`src/rtl/mf_rx_status.sv`:
```
module mf_rx_status #(
  parameter int DW       = 64,
  parameter int MF_LEN   = 8,
  parameter int LOCK_N   = 4,
  parameter int LOSE_N   = 3,
  parameter int FS_HOLD  = 3,
  parameter int ERR_HOLD = 3
) (
  input  logic          clk,
  input  logic          rst_n,
  input  logic          blk_lock,
  input  logic          word_vld,
  input  logic [1:0]    word_kind,
  input  logic [DW-1:0] word_data,
  output logic          frame_start,
  output logic          frame_lock,
  output logic [1:0]    lane_link,
  output logic          crc_err
);
  localparam int PW = $clog2(MF_LEN);
  localparam int SW = $clog2(LOCK_N + 1);
  localparam int MW = $clog2(LOSE_N + 1);
  localparam int FW = $clog2(FS_HOLD + 1);
  localparam int EW = $clog2(ERR_HOLD + 1);
  localparam logic [1:0] K_SYNC = 2'b01;
  localparam logic [1:0] K_DIAG = 2'b10;
  localparam logic [31:0] POLY = 32'h04C1_1DB7;

  function automatic logic [31:0] crc_step(input logic [31:0] c, input logic [DW-1:0] d);
    logic [31:0] r;
    r = c;
    for (int i = DW - 1; i >= 0; i--)
      r = {r[30:0], 1'b0} ^ ((r[31] ^ d[i]) ? POLY : 32'h0);
    return r;
  endfunction

  logic [PW-1:0] pos;
  logic [SW-1:0] sync_cnt;
  logic [MW-1:0] miss;
  logic [FW-1:0] fs_cnt;
  logic [EW-1:0] err_cnt;
  logic [31:0]   crc;
  logic          locked;
  logic [1:0]    status;

  wire is_sync = word_kind == K_SYNC;
  wire is_diag = word_kind == K_DIAG;
  wire at_last = pos == PW'(MF_LEN - 1);
  wire [31:0] crc_diag = crc_step(crc, {word_data[DW-1:32], 32'h0});

  always_ff @(posedge clk or negedge rst_n) begin
    if (!rst_n) begin
      pos <= '0; sync_cnt <= '0; miss <= '0; fs_cnt <= '0;
      err_cnt <= '0; crc <= '1; locked <= 1'b0; status <= 2'b00;
    end else if (!blk_lock) begin
      pos <= '0; sync_cnt <= '0; miss <= '0; fs_cnt <= '0;
      err_cnt <= '0; crc <= '1; locked <= 1'b0; status <= 2'b00;
    end else begin
      if (fs_cnt != '0) fs_cnt <= fs_cnt - 1'b1;
      if (err_cnt != '0) err_cnt <= err_cnt - 1'b1;
      if (word_vld) begin
        if (!locked && sync_cnt == '0) begin
          if (is_sync) begin
            sync_cnt <= SW'(1);
            pos      <= PW'(1);
            crc      <= crc_step('1, word_data);
          end
        end else begin
          pos <= at_last ? '0 : pos + 1'b1;
          if (pos == '0) begin
            crc <= crc_step('1, word_data);
            if (is_sync) begin
              if (locked) begin
                miss   <= '0;
                fs_cnt <= FW'(FS_HOLD);
              end else if (sync_cnt == SW'(LOCK_N - 1)) begin
                locked <= 1'b1;
                fs_cnt <= FW'(FS_HOLD);
              end else begin
                sync_cnt <= sync_cnt + 1'b1;
              end
            end else if (locked) begin
              if (miss == MW'(LOSE_N - 1)) begin
                locked <= 1'b0; sync_cnt <= '0; miss <= '0;
              end else begin
                miss <= miss + 1'b1;
              end
            end else begin
              sync_cnt <= '0;
            end
          end else begin
            crc <= crc_step(crc, word_data);
            if (at_last && locked && is_diag) begin
              if (crc_diag == word_data[31:0]) status <= word_data[33:32];
              else err_cnt <= EW'(ERR_HOLD);
            end
          end
        end
      end
    end
  end

  assign frame_start = fs_cnt != '0;
  assign frame_lock  = locked;
  assign lane_link   = status;
  assign crc_err     = err_cnt != '0;

  p_quiet_no_blk_r9: assert property (@(posedge clk) disable iff (!rst_n)
    !blk_lock |=> (!frame_start && !frame_lock && !crc_err && lane_link == 2'b00));

  p_lock_after_sync_r2: assert property (@(posedge clk) disable iff (!rst_n)
    $rose(frame_lock) |-> $past(word_vld && word_kind == K_SYNC));

  p_start_after_sync_r4: assert property (@(posedge clk) disable iff (!rst_n)
    $rose(frame_start) |-> $past(word_vld && word_kind == K_SYNC));

  p_status_hold_r6: assert property (@(posedge clk) disable iff (!rst_n)
    (blk_lock && !(word_vld && word_kind == K_DIAG)) |=> $stable(lane_link));

  p_err_after_diag_r8: assert property (@(posedge clk) disable iff (!rst_n)
    $rose(crc_err) |-> $past(word_vld && word_kind == K_DIAG && frame_lock));

  p_status_locked_r5: assert property (@(posedge clk) disable iff (!rst_n)
    (blk_lock && !frame_lock) |=> $stable(lane_link));
endmodule

```
`config.mk`:
```
export PLATFORM = sky130hd
export DESIGN_NAME = mf_rx_status
export DESIGN_NICKNAME = d
export VERILOG_FILES = /design/src/rtl/mf_rx_status.sv
export SDC_FILE = /design/constraint.sdc
export NUM_CORES = 1
export LEC_CHECK = 0
export ABC_CLOCK_PERIOD_IN_PS = 7610
export BUFFER_PORTS_ARGS = -buffer_cell sky130_fd_sc_hd__clkbuf_2
export CORE_ASPECT_RATIO = 1.4
export CORE_MARGIN = 2
export CORE_UTILIZATION = 55
export CTS_BUF_LIST = sky130_fd_sc_hd__clkbuf_4
export CTS_CLUSTER_DIAMETER = 150
export CTS_CLUSTER_SIZE = 10
export DETAILED_ROUTE_END_ITERATION = 12
export PLACE_DENSITY = 0.76
export SYNTH_ARGS = -nofsm -noshare
export SYNTH_HDL_FRONTEND = slang
export SYNTH_SLANG_ARGS = --single-unit
```
`constraint.sdc`:
```
create_clock -name clk -period 7.61 [get_ports clk]
set_clock_uncertainty 0.15 [all_clocks]
set_input_delay 1.9025 -clock clk [delete_from_list [all_inputs] [get_ports clk]]
set_output_delay 1.9025 -clock clk [all_outputs]
set_load 0.01 [all_outputs]
```
==> results.json <==
{
  "ctsRootBufferMaster": "sky130_fd_sc_hd__clkbuf_4",
  "post_drt_wl_per_cell_microns": 32.9,
  "io_buffer_count": 74,
  "final-setup-viol-count": 36,
  "detail_route.wirelength_mm": 102,
  "timing_max_transition_violations_final": 0,
  "syn-num-nets": 1758,
  "seq_area_frac_synth_pct": 6.20,
  "critical_path.slowest_cell": "sky130_fd_sc_hd__xnor2_1",
  "avgSynthCellArea_sq_um": 11.7,
  "routed-via-count": 19042,
  "fmax_mhz": 115,
  "clock_tree.buffer_depth": 2,
  "global_route.overflow_total": 0,
  "cp_data_required_time_ns": 7.88,
  "synth.top_cell.area_share_pct": 30.2,
  "maxCapViolCount": 0,
  "r2r-start": "crc[29]",
  "floorplan.die_area_sq_um": 37200,
  "post_detailed_route_drc_marker_count": 0,
  "cts_hold_buf": 0,
  "largest_net_degree_at_the_start_of_global_routing": 48,
  "r2r.worst_path.cells": 22,
  "postSynth.topFlopCell": "sky130_fd_sc_hd__dfstp_2",
  "drtIter0Drc": 2323,
  "cts.sinks": 47,
  "crit_path_end_kind": "flop",
  "multi_input_area_sq_um": 21100,
  "floorplan.die.height_microns": 228,
  "dieWidth_microns": 164,
  "synth-seq-cells": 47,
  "syn_area_sq_um": 19600,
  "finish.utilization_pct": 88.1,
  "count_of_flip_flops_with_a_built_in_enable_after_synthesis": 0,
  "worst_slack_ns": -1.12,
  "dr.pass1.iters": 6,
  "synth_top_cells_by_area": "sky130_fd_sc_hd__xnor2_1, sky130_fd_sc_hd__xnor3_1, sky130_fd_sc_hd__xor2_1, sky130_fd_sc_hd__dfstp_2, sky130_fd_sc_hd__xor3_1",
  "hold_end": "err_cnt[0]",
  "cp_slowest_stage_delay_ns": 0.99,
  "grt.total_usage_pct": 43.1,
  "final_weighted_congestion_of_routability_driven_global_placement": 1.00,
  "met2_usage_pct": 76.9,
  "netlist-cell-type-count": 64,
  "area.sequential_sq_um": 1220,
  "reg2reg_to": "lane_link[0]",
  "worst_slew_pin_slew_ns": 1.22,
  "design.final.nets": 2705,
  "worst_ep_arrival_time_ns": 9.00,
  "cts_tree": "yes",
  "tritoncts.num_buffers": 5,
  "nFillCells": 1555,
  "async_flop_share_pct": 100,
  "grt_most_used_layer": "met2",
  "h_tree_depth": 2,
  "antenna_left": 0,
  "postSynthCellCount": 1682,
  "clkSlewWorstSetupHoldPaths_ns": 0.27,
  "kind_of_launch_point_of_the_worst_setup_path": "input pin",
  "num_io_pins": 75,
  "critPathMostFrequentCell": "sky130_fd_sc_hd__buf_4",
  "post-synth-top-area-cell": "sky130_fd_sc_hd__xnor2_1",
  "slew-limit-headroom_pct": 18.2,
  "endpoints_failing_hold": 0,
  "use_met1_pct": 43.7,
  "core.rowCount": 81,
  "status": "complete, but fails checks",
  "worstSkewPairLatency_ns": 0.48,
  "fin_crit_ns": 8.73,
  "yosys_warnings": 0,
  "worst-path-max-fanout": 6,
  "grt_pass1_wl_mm": 115,
  "first_global_vias": 18343,
  "initial_antenna_violation_count": 14,
  "timing.final.crit_share_pct": 115,
  "holdCritPathClass": "reg2reg",
  "critPathKind": "in2reg",
  "routed_via_density": 6.15,
  "layout-drive-gt1-share_pct": 55.6,
  "cp_cell_instances": "clkbuf_8, buf_12, xnor2_4, xnor2_4, buf_4, buf_4, xnor3_1, xnor3_2, buf_4, xnor3_1, xnor3_2, xnor2_1, xnor3_1, xnor2_4, xnor2_4, buf_4, xnor3_1, nand2b_1, nor4b_2, nor4_2, a2111oi_2, buf_4, nand3_1, a21oi_1",
  "initial_utilization_pct": 56.0,
  "min_delay_path_depth": 1,
  "worstHoldStart": "err_cnt[0]",
  "post-dp-hpwl_mm": 61.9,
  "groute.layer.met3.usage_pct": 7.58,
  "fp.coreArea_sq_um": 35100,
  "r2r_slack_ns": -0.69,
  "violations": "negative setup slack",
  "area.growth.synth_to_final_pct": 57.4,
  "rsz0062_at_grt": "true"
}
==> synth_stat cells (all sizes together) (2+ instances only) <==
cell type  instances
a2111o             3
a211oi             6
a21oi             33
a22oi              2
a31oi              3
a32oi              2
and2               2
and3               8
and4               2
and4b              2
buf               21
clkbuf            17
dfrtp             15
dfstp             32
ha                 6
inv               11
mux2i              3
nand2             35
nand2b             7
nand3             15
nand4              2
nor2              55
nor2b              5
nor3              11
nor4               3
nor4b              2
o2111ai            2
o21ai             34
o21bai             2
o22a               5
o22ai              5
or2                2
or3                5
xnor2            739
xnor3            268
xor2             262
xor3              38
==> stage by stage <==
step                      hold WS (ns)  worst slack [ns]  cells  area [sq um]  TNS [ns]
after CTS                        0.350           -0.0770   3001         29200    -0.344
after floorplan                  0.291            -0.222   1682         21000     -2.05
after global placement           0.317            -0.831   2899         27300    -19.82
after global routing             0.392             -1.08   3087         30900    -30.11
final                            0.359             -1.12   3094         30900    -31.97
after detailed placement         0.330            -0.970   2899         27300    -23.02
==> layout by cell type, fill, tap and decap left out, types with 6 or more instances in the layout <==
master,instances
sky130_fd_sc_hd__buf_4,816
sky130_fd_sc_hd__xnor2_1,535
sky130_fd_sc_hd__xor2_1,181
sky130_fd_sc_hd__xnor3_1,167
sky130_fd_sc_hd__xnor2_2,116
sky130_fd_sc_hd__xnor3_2,100
sky130_fd_sc_hd__xnor2_4,88
sky130_fd_sc_hd__clkbuf_2,68
sky130_fd_sc_hd__nor2_1,52
sky130_fd_sc_hd__buf_6,51
sky130_fd_sc_hd__xor2_2,48
sky130_fd_sc_hd__buf_12,39
sky130_fd_sc_hd__nand2_1,35
sky130_fd_sc_hd__xor2_4,33
sky130_fd_sc_hd__dfstp_2,32
sky130_fd_sc_hd__xor3_2,20
sky130_fd_sc_hd__a21oi_1,20
sky130_fd_sc_hd__xor3_1,18
sky130_fd_sc_hd__o21ai_0,16
sky130_fd_sc_hd__o21ai_1,16
sky130_fd_sc_hd__nand3_1,15
sky130_fd_sc_hd__dfrtp_1,15
sky130_fd_sc_hd__a21oi_2,13
sky130_fd_sc_hd__inv_1,11
sky130_fd_sc_hd__nor3_1,10
sky130_fd_sc_hd__diode_2,8
sky130_fd_sc_hd__and3_1,8
sky130_fd_sc_hd__nand2b_1,7
sky130_fd_sc_hd__ha_1,6
sky130_fd_sc_hd__clkbuf_4,6
==> repair_timing <==
| item | in CTS | in global routing |
|---|---|---|
| gates resized for setup | 157 | 160 |
| pin swaps | 87 | 100 |
| endpoints found under the setup margin | 34 | 36 |
| gates cloned | 1 | 0 |
| setup buffers | 93 | 88 |
==> cells by family (layout without fill, tap and decap cells) <==
group | count (synthesis) | in the layout | share of synthesized area [%]
xor gates and xnor gates | 1307 | 1307 | 84.6
and+or+nand+nor | 161 | 161 | 3.98
AOI/OAI and AO/OA | 108 | 108 | 3.43
buffers and inverters | 49 | 997 | 1.17
DFF | 47 | 47 | 6.20
adders and majority gates | 6 | 6 | 0.383
muxes | 4 | 4 | 0.210
other | 0 | 8 | 0
==> state kept, by name (all words and copies together), names as in the netlist <==
name,flops
miss,2
sync_cnt,3
pos,3
lane_link,2
fs_cnt,2
frame_lock,1
crc,32
err_cnt,2
==> worst max-delay path by stage <==
stage,startpoint,cells past startpoint,endpoint
after floorplan,word_data[56],18,lane_link[0]
after global placement,word_data[58],22,crc[31]
after detailed placement,word_data[51],22,crc[31]
after CTS,word_data[60],22,crc[13]
after global routing,word_data[63],24,lane_link[0]
final,word_data[61],24,lane_link[0]
==> layout make-up <==
class	count	share of cell area, %
multi-input combinational	1586	68.3
clock inverter	3	0.0567
tap	456	1.85
timing repair buffer	978	25.5
inverter	11	0.134
sequential	47	3.94
antenna	8	0.0648
clock buffer	5	0.122
==> routing by layer <==
metal / part of all wire, % / vias up
met3: 12 / 847
li1: - / 7460
met5: 0.27 / -
met4: 13 / 16
met1: 29 / 9113
met2: 45 / 1606
==> worst max-delay path: cells and delay by family <==
kind | cells | cell delay, ns
AOI/OAI and AO/OA | 2 | 0.50
xor gates and xnor gates | 11 | 4.60
buffers and inverters | 7 | 1.23
and+or+nand+nor | 4 | 0.75
Power is not shown: default switching activity piles up to over one toggle a cycle in this logic, so the estimate is an artifact.
